<file path="src/rtl/lfsr_leap_pkg.sv">
package lfsr_leap_pkg;

    localparam int          LFSR_LEN      = 63;
    localparam int          LFSR_TAP_HI   = 63;
    localparam int          LFSR_TAP_LO   = 62;
    localparam int          LFSR_LEAP     = 61;
    localparam int          LFSR_OUT_W    = 48;
    localparam logic [62:0] LFSR_DEF_SEED = 63'h2B5A_1234_0F0F_C3C3;

    typedef enum logic {
        LEAP_DIRECT  = 1'b0,
        LEAP_CHAINED = 1'b1
    } leap_mode_e;

    typedef enum logic [1:0] {
        ACT_HOLD  = 2'd0,
        ACT_STEP  = 2'd1,
        ACT_LOAD  = 2'd2,
        ACT_RESET = 2'd3
    } lfsr_act_e;

    typedef struct packed {
        lfsr_act_e act;
        logic      upd;
    } lfsr_ctrl_t;

    function automatic int min_int(input int a, input int b);
        return (a < b) ? a : b;
    endfunction

endpackage

</file>
<file path="src/rtl/lfsr_leap_ctrl.sv">
module lfsr_leap_ctrl
    import lfsr_leap_pkg::*;
(
    input  logic       rst,
    input  logic       en,
    input  logic       load,
    output lfsr_ctrl_t ctrl
);

    always_comb begin
        ctrl.act = ACT_HOLD;
        if (rst)       ctrl.act = ACT_RESET;
        else if (load) ctrl.act = ACT_LOAD;
        else if (en)   ctrl.act = ACT_STEP;
        ctrl.upd = (ctrl.act != ACT_HOLD);
    end

endmodule

</file>
<file path="src/rtl/lfsr_seed_guard.sv">
module lfsr_seed_guard #(
    parameter int              STATE_W      = 63,
    parameter logic [STATE_W-1:0] DEFAULT_SEED = '1
) (
    input  logic [STATE_W-1:0] seed_in,
    output logic [STATE_W-1:0] seed_ok
);

    logic is_zero;

    assign is_zero = (seed_in == '0);
    assign seed_ok = is_zero ? DEFAULT_SEED : seed_in;

endmodule

</file>
<file path="src/rtl/lfsr_leap_next.sv">
module lfsr_leap_next
    import lfsr_leap_pkg::*;
#(
    parameter int         STATE_W = 63,
    parameter int         TAP_HI  = 63,
    parameter int         TAP_LO  = 62,
    parameter int         STEPS   = 61,
    parameter leap_mode_e MODE    = LEAP_DIRECT
) (
    input  logic [STATE_W-1:0] cur,
    output logic [STATE_W-1:0] nxt
);

    // Direct form is only valid while every tap read during the leap
    // still refers to an original stage of the current state.
    localparam bit DIRECT_OK = (STEPS <= TAP_LO);
    localparam bit USE_DIRECT = (MODE == LEAP_DIRECT) && DIRECT_OK;

    generate
        if (USE_DIRECT) begin : g_direct
            logic [STEPS-1:0] fresh;
            for (genvar k = 0; k < STEPS; k++) begin : g_bit
                // Step k reads stages that have moved up by k places.
                assign fresh[STEPS-1-k] = cur[TAP_HI-1-k] ^ cur[TAP_LO-1-k];
            end
            assign nxt = {cur[STATE_W-1-STEPS:0], fresh};
        end else begin : g_chained
            always_comb begin
                logic [STATE_W-1:0] walk;
                walk = cur;
                for (int i = 0; i < STEPS; i++) begin
                    walk = {walk[STATE_W-2:0], walk[TAP_HI-1] ^ walk[TAP_LO-1]};
                end
                nxt = walk;
            end
        end
    endgenerate

endmodule

</file>
<file path="src/rtl/lfsr_leap_gen.sv">
module lfsr_leap_gen
    import lfsr_leap_pkg::*;
#(
    parameter int                 STATE_W      = LFSR_LEN,
    parameter int                 TAP_HI       = LFSR_TAP_HI,
    parameter int                 TAP_LO       = LFSR_TAP_LO,
    parameter int                 STEPS        = LFSR_LEAP,
    parameter int                 OUT_W        = LFSR_OUT_W,
    parameter leap_mode_e         MODE         = LEAP_DIRECT,
    parameter logic [STATE_W-1:0] DEFAULT_SEED = LFSR_DEF_SEED
) (
    input  logic               clk,
    input  logic               rst,
    input  logic               en,
    input  logic               load,
    input  logic [STATE_W-1:0] seed,
    output logic [OUT_W-1:0]   rnd_word
);

    localparam int OUT_EFF = min_int(OUT_W, STEPS);

    lfsr_ctrl_t         ctrl;
    logic [STATE_W-1:0] seed_ok;
    logic [STATE_W-1:0] state_q;
    logic [STATE_W-1:0] state_step;
    logic [STATE_W-1:0] state_d;

    lfsr_leap_ctrl u_ctrl (
        .rst  (rst),
        .en   (en),
        .load (load),
        .ctrl (ctrl)
    );

    lfsr_seed_guard #(
        .STATE_W      (STATE_W),
        .DEFAULT_SEED (DEFAULT_SEED)
    ) u_guard (
        .seed_in (seed),
        .seed_ok (seed_ok)
    );

    lfsr_leap_next #(
        .STATE_W (STATE_W),
        .TAP_HI  (TAP_HI),
        .TAP_LO  (TAP_LO),
        .STEPS   (STEPS),
        .MODE    (MODE)
    ) u_next (
        .cur (state_q),
        .nxt (state_step)
    );

    always_comb begin
        unique case (ctrl.act)
            ACT_RESET: state_d = DEFAULT_SEED;
            ACT_LOAD:  state_d = seed_ok;
            ACT_STEP:  state_d = state_step;
            default:   state_d = state_q;
        endcase
    end

    always_ff @(posedge clk) begin
        if (ctrl.upd) state_q <= state_d;
    end

    generate
        if (OUT_EFF < OUT_W) begin : g_pad
            assign rnd_word = {{(OUT_W-OUT_EFF){1'b0}}, state_q[OUT_EFF-1:0]};
        end else begin : g_full
            assign rnd_word = state_q[OUT_W-1:0];
        end
    endgenerate

endmodule

</file>
<file path="config.mk">
export PLATFORM = sky130hd
export DESIGN_NAME = lfsr_leap_gen
export DESIGN_NICKNAME = d
export VERILOG_FILES = /design/src/rtl/lfsr_leap_pkg.sv /design/src/rtl/lfsr_leap_ctrl.sv /design/src/rtl/lfsr_seed_guard.sv /design/src/rtl/lfsr_leap_next.sv /design/src/rtl/lfsr_leap_gen.sv
export SDC_FILE = /design/constraint.sdc
export NUM_CORES = 1
export LEC_CHECK = 0
export ABC_AREA = 1
export BUFFER_PORTS_ARGS = -buffer_cell sky130_fd_sc_hd__buf_2
export CAP_MARGIN = 20
export CORE_MARGIN = 2
export CORE_UTILIZATION = 52
export DETAILED_ROUTE_END_ITERATION = 12
export PLACE_DENSITY = 0.8
export SYNTH_ARGS = -nofsm -noshare
export SYNTH_HDL_FRONTEND = slang
export SYNTH_SLANG_ARGS = --single-unit
</file>
<file path="constraint.sdc">
create_clock -name clk -period 4.6 [get_ports clk]
set_clock_uncertainty 0.2 [all_clocks]
set_input_delay 0.23 -clock clk [delete_from_list [all_inputs] [get_ports clk]]
set_output_delay 0.23 -clock clk [all_outputs]
set_load 0.005 [all_outputs]
</file>
==> run_results.csv <==
group,metric,value,unit
clock_network,clockBufferDepth,2,
worst_setup_path,cp_cell_sequence,"buf_2 > nor2_1 > ha_1 > inv_1 > a21oi_1 > o21ai_0 > a21oi_1",
layout,n_fill_cell,732,
power,ir_worst_vdd,162.7,uV
worst_setup_path,slowest_stage,"ha_1",
timing,maxSlewViolCount,0,
global_routing,track_usage,0.2182,
timing,fmax,369.1,MHz
synthesis,ys_ff_latch,63,
layout,register_area,0.001892,sq mm
detailed_routing,vias_per_cell,5.122,
clock_network,cts-htree-levels,3,
place,port_buffers,114,
detailed_routing,wl_met1,4.038,mm
worst_setup_path,crit_path_frequent_cell,"a21oi_1",
layout,largest_reg_flops,63,
clock_network,cts_tree,"yes",
clock_network,insertion_delay,340,ps
detailed_routing,antenna_left,0,
timing,rsz0062_at_grt,"no",
power,power_leakage,2.077,nW
timing,period_share,0.5890,
worst_setup_path,crit_start,"load",
clock_network,cts_resized,0,
global_routing,grt_antenna_before_repair,0,
min_path,min_from,"seed[16]",
place,detailed_place_hpwl,6.176,mm
synthesis,netlist_area,0.004114,sq mm
detailed_routing,vias,3616,
global_routing,grt_pass1_vias,3238,
floorplan,die_area,0.008639,sq mm
clock_network,post_cts_buffers,0,
synthesis,synthDistinctLibCells,12,
worst_setup_path,critPathCaptureType,"flip-flop",
floorplan,die_h,92.95,microns
layout,nNetsFinal,670,
clock_network,cts.sinks,63,
worst_setup_path,cp_slowest_stage_delay,800,ps
synthesis,syn_nets,613,
worst_setup_path,cp-start-kind,"primary input",
layout,multi_input_area,0.001630,sq mm
layout,top_register,"state_q",
timing,fin_tns_setup,0,ps
worst_setup_path,path_class,"primary input to flip-flop",
global_routing,grt_max_degree,64,
synthesis,ys_warn_count,0,
floorplan,die_w,92.95,microns
timing,slew_headroom,0.2903,
detailed_routing,highest_layer,"met4",
detailed_routing,drc,0,
detailed_routing,routed_wl,9.233,mm
detailed_routing,first_pass_iters,4,
worst_setup_path,r2r-start,"state_q[9]",
floorplan,coreArea,0.007687,sq mm
synthesis,synth_cells,543,
timing,setup_viol,0,
job,maxCapViolCount,0,
synthesis,synth.avg_cell_area,7.576,sq um
detailed_routing,wl_per_cell,13.08,microns
place,place_congestion,0.8338,
status,status,"completed",
floorplan,initial_utilization,0.5352,
clock_network,cts_hold_buf,0,
floorplan,ios,115,
worst_setup_path,path_max_fanout,33,
worst_setup_path,cp_num_buf_inv,2,
detailed_routing,drt_iter0_markers,265,
layout,diodes,0,
floorplan,rows,32,
worst_setup_path,arrival,2700,ps
timing,final_hold_viol_count,0,
timing,period_needed,2709,ps
power,p_per_area,310.2,mW/mm^2
layout,top_regs,"state_q x63",
global_routing,grt-ovfl-total,0,
clock_network,cts_made_buffers,9,
layout,area_growth,10.68,%
global_routing,grt_pass1_wl,14.81,mm
clock_network,clock_tree.root_cell,"clkbuf_8",
detailed_routing,met3_length,545,microns
timing,worst_slew_pin_slew,1063,ps
worst_setup_path,reg2reg_slack,3280,ps
layout,stdcell_count,706,
worst_setup_path,required,4590,ps
clock_network,path_clk_slew,70,ps
place,dp.cells,689,
detailed_routing,route.met2.wl,4.463,mm
layout,drive_above_1_share,0.2119,
synthesis,seq_area_frac_synth,0.4599,
worst_setup_path,crit_family,"buffers and inverters",
min_path,hp-class,"primary input to flip-flop",
## final cells by class
cell class              count  area share
clock inverters             3    0.002473
clock buffers              12     0.02968
inverters                  35     0.02885
well taps                 102     0.02803
repair buffers            117      0.1374
flip-flops and latches     63      0.4155
multi-input cells         374      0.3581
## Yosys cell counts
| library cell | count | area [sq um] |
|---|---|---|
| nand2_1 | 143 | 536.8 |
| a21oi_1 | 97 | 485.5 |
| nor2_1 | 70 | 262.8 |
| edfxtp_1 | 63 | 1892 |
| o21ai_0 | 61 | 305.3 |
| buf_4 | 48 | 360.4 |
| inv_1 | 35 | 131.4 |
| clkbuf_1 | 14 | 52.55 |
| buf_1 | 6 | 22.52 |
| ha_1 | 3 | 37.54 |
| buf_6 | 2 | 22.52 |
| buf_2 | 1 | 5.000 |
## routing by layer
layer  vias to the layer above  track usage
li1                       1876            -
met1                      1586       0.2757
met2                       139       0.3684
met3                        15      0.04231
met4                         0      0.08701
met5                         -            0
## final timing paths
path                                     to  cells after the start
worst max-delay path            state_q[40]                      7
worst max register to register   state_q[7]                      4
worst min register to register  state_q[61]                      2
worst min-delay path            state_q[16]                      5
## through the flow
step,area [sq um],hold slack (ps),utilization,total power [W],worst slack [ps]
6_report,4553,45.88,0.5923,0.001412,1891
5_1_grt,4553,61.65,0.5923,0.001488,1599
4_1_cts,4506,37.71,0.5861,0.001409,1935
3_5_place_dp,4359,357.8,0.5671,0.001025,1587
3_3_place_gp,4359,386.8,0.5671,0.001015,1653
2_1_floorplan,4114,278.4,-,0.0009621,2226
## worst reg2reg max path: cells and delay by family (launching register included)
family / cells / cell delay [ps]
AOI/OAI and AO/OA: 2 / 260
and+or+nand+nor: 2 / 150
DFF: 1 / 480
## placed cells by master, fill, tap and decap left out, drive strengths merged
cell type / synthesis / layout
a21oi: 97 / 97
buf: 57 / 117
clkbuf: 14 / 12
clkinv: 0 / 3
edfxtp: 63 / 63
ha: 3 / 3
inv: 35 / 35
nand2: 143 / 143
nor2: 70 / 70
o21ai: 61 / 61
## power breakdown
group / leakage (nW) / switching [W] / internal (W)
logic: 1.32 / 0.000138 / 0.000108
clock network: 0.0730 / 0.000202 / 0.000188
registers: 0.680 / 0.0000668 / 0.000710
total: 2.08 / 0.000407 / 0.00101
## cells by family after synthesis
| kind of cell | synth area share |
|---|---|
| simple gates | 0.1943 |
| compound gates | 0.1922 |
| buf+inv | 0.1445 |
| flops | 0.4599 |
| fa+ha+maj | 0.009125 |
(Power assumes the default switching activity.)
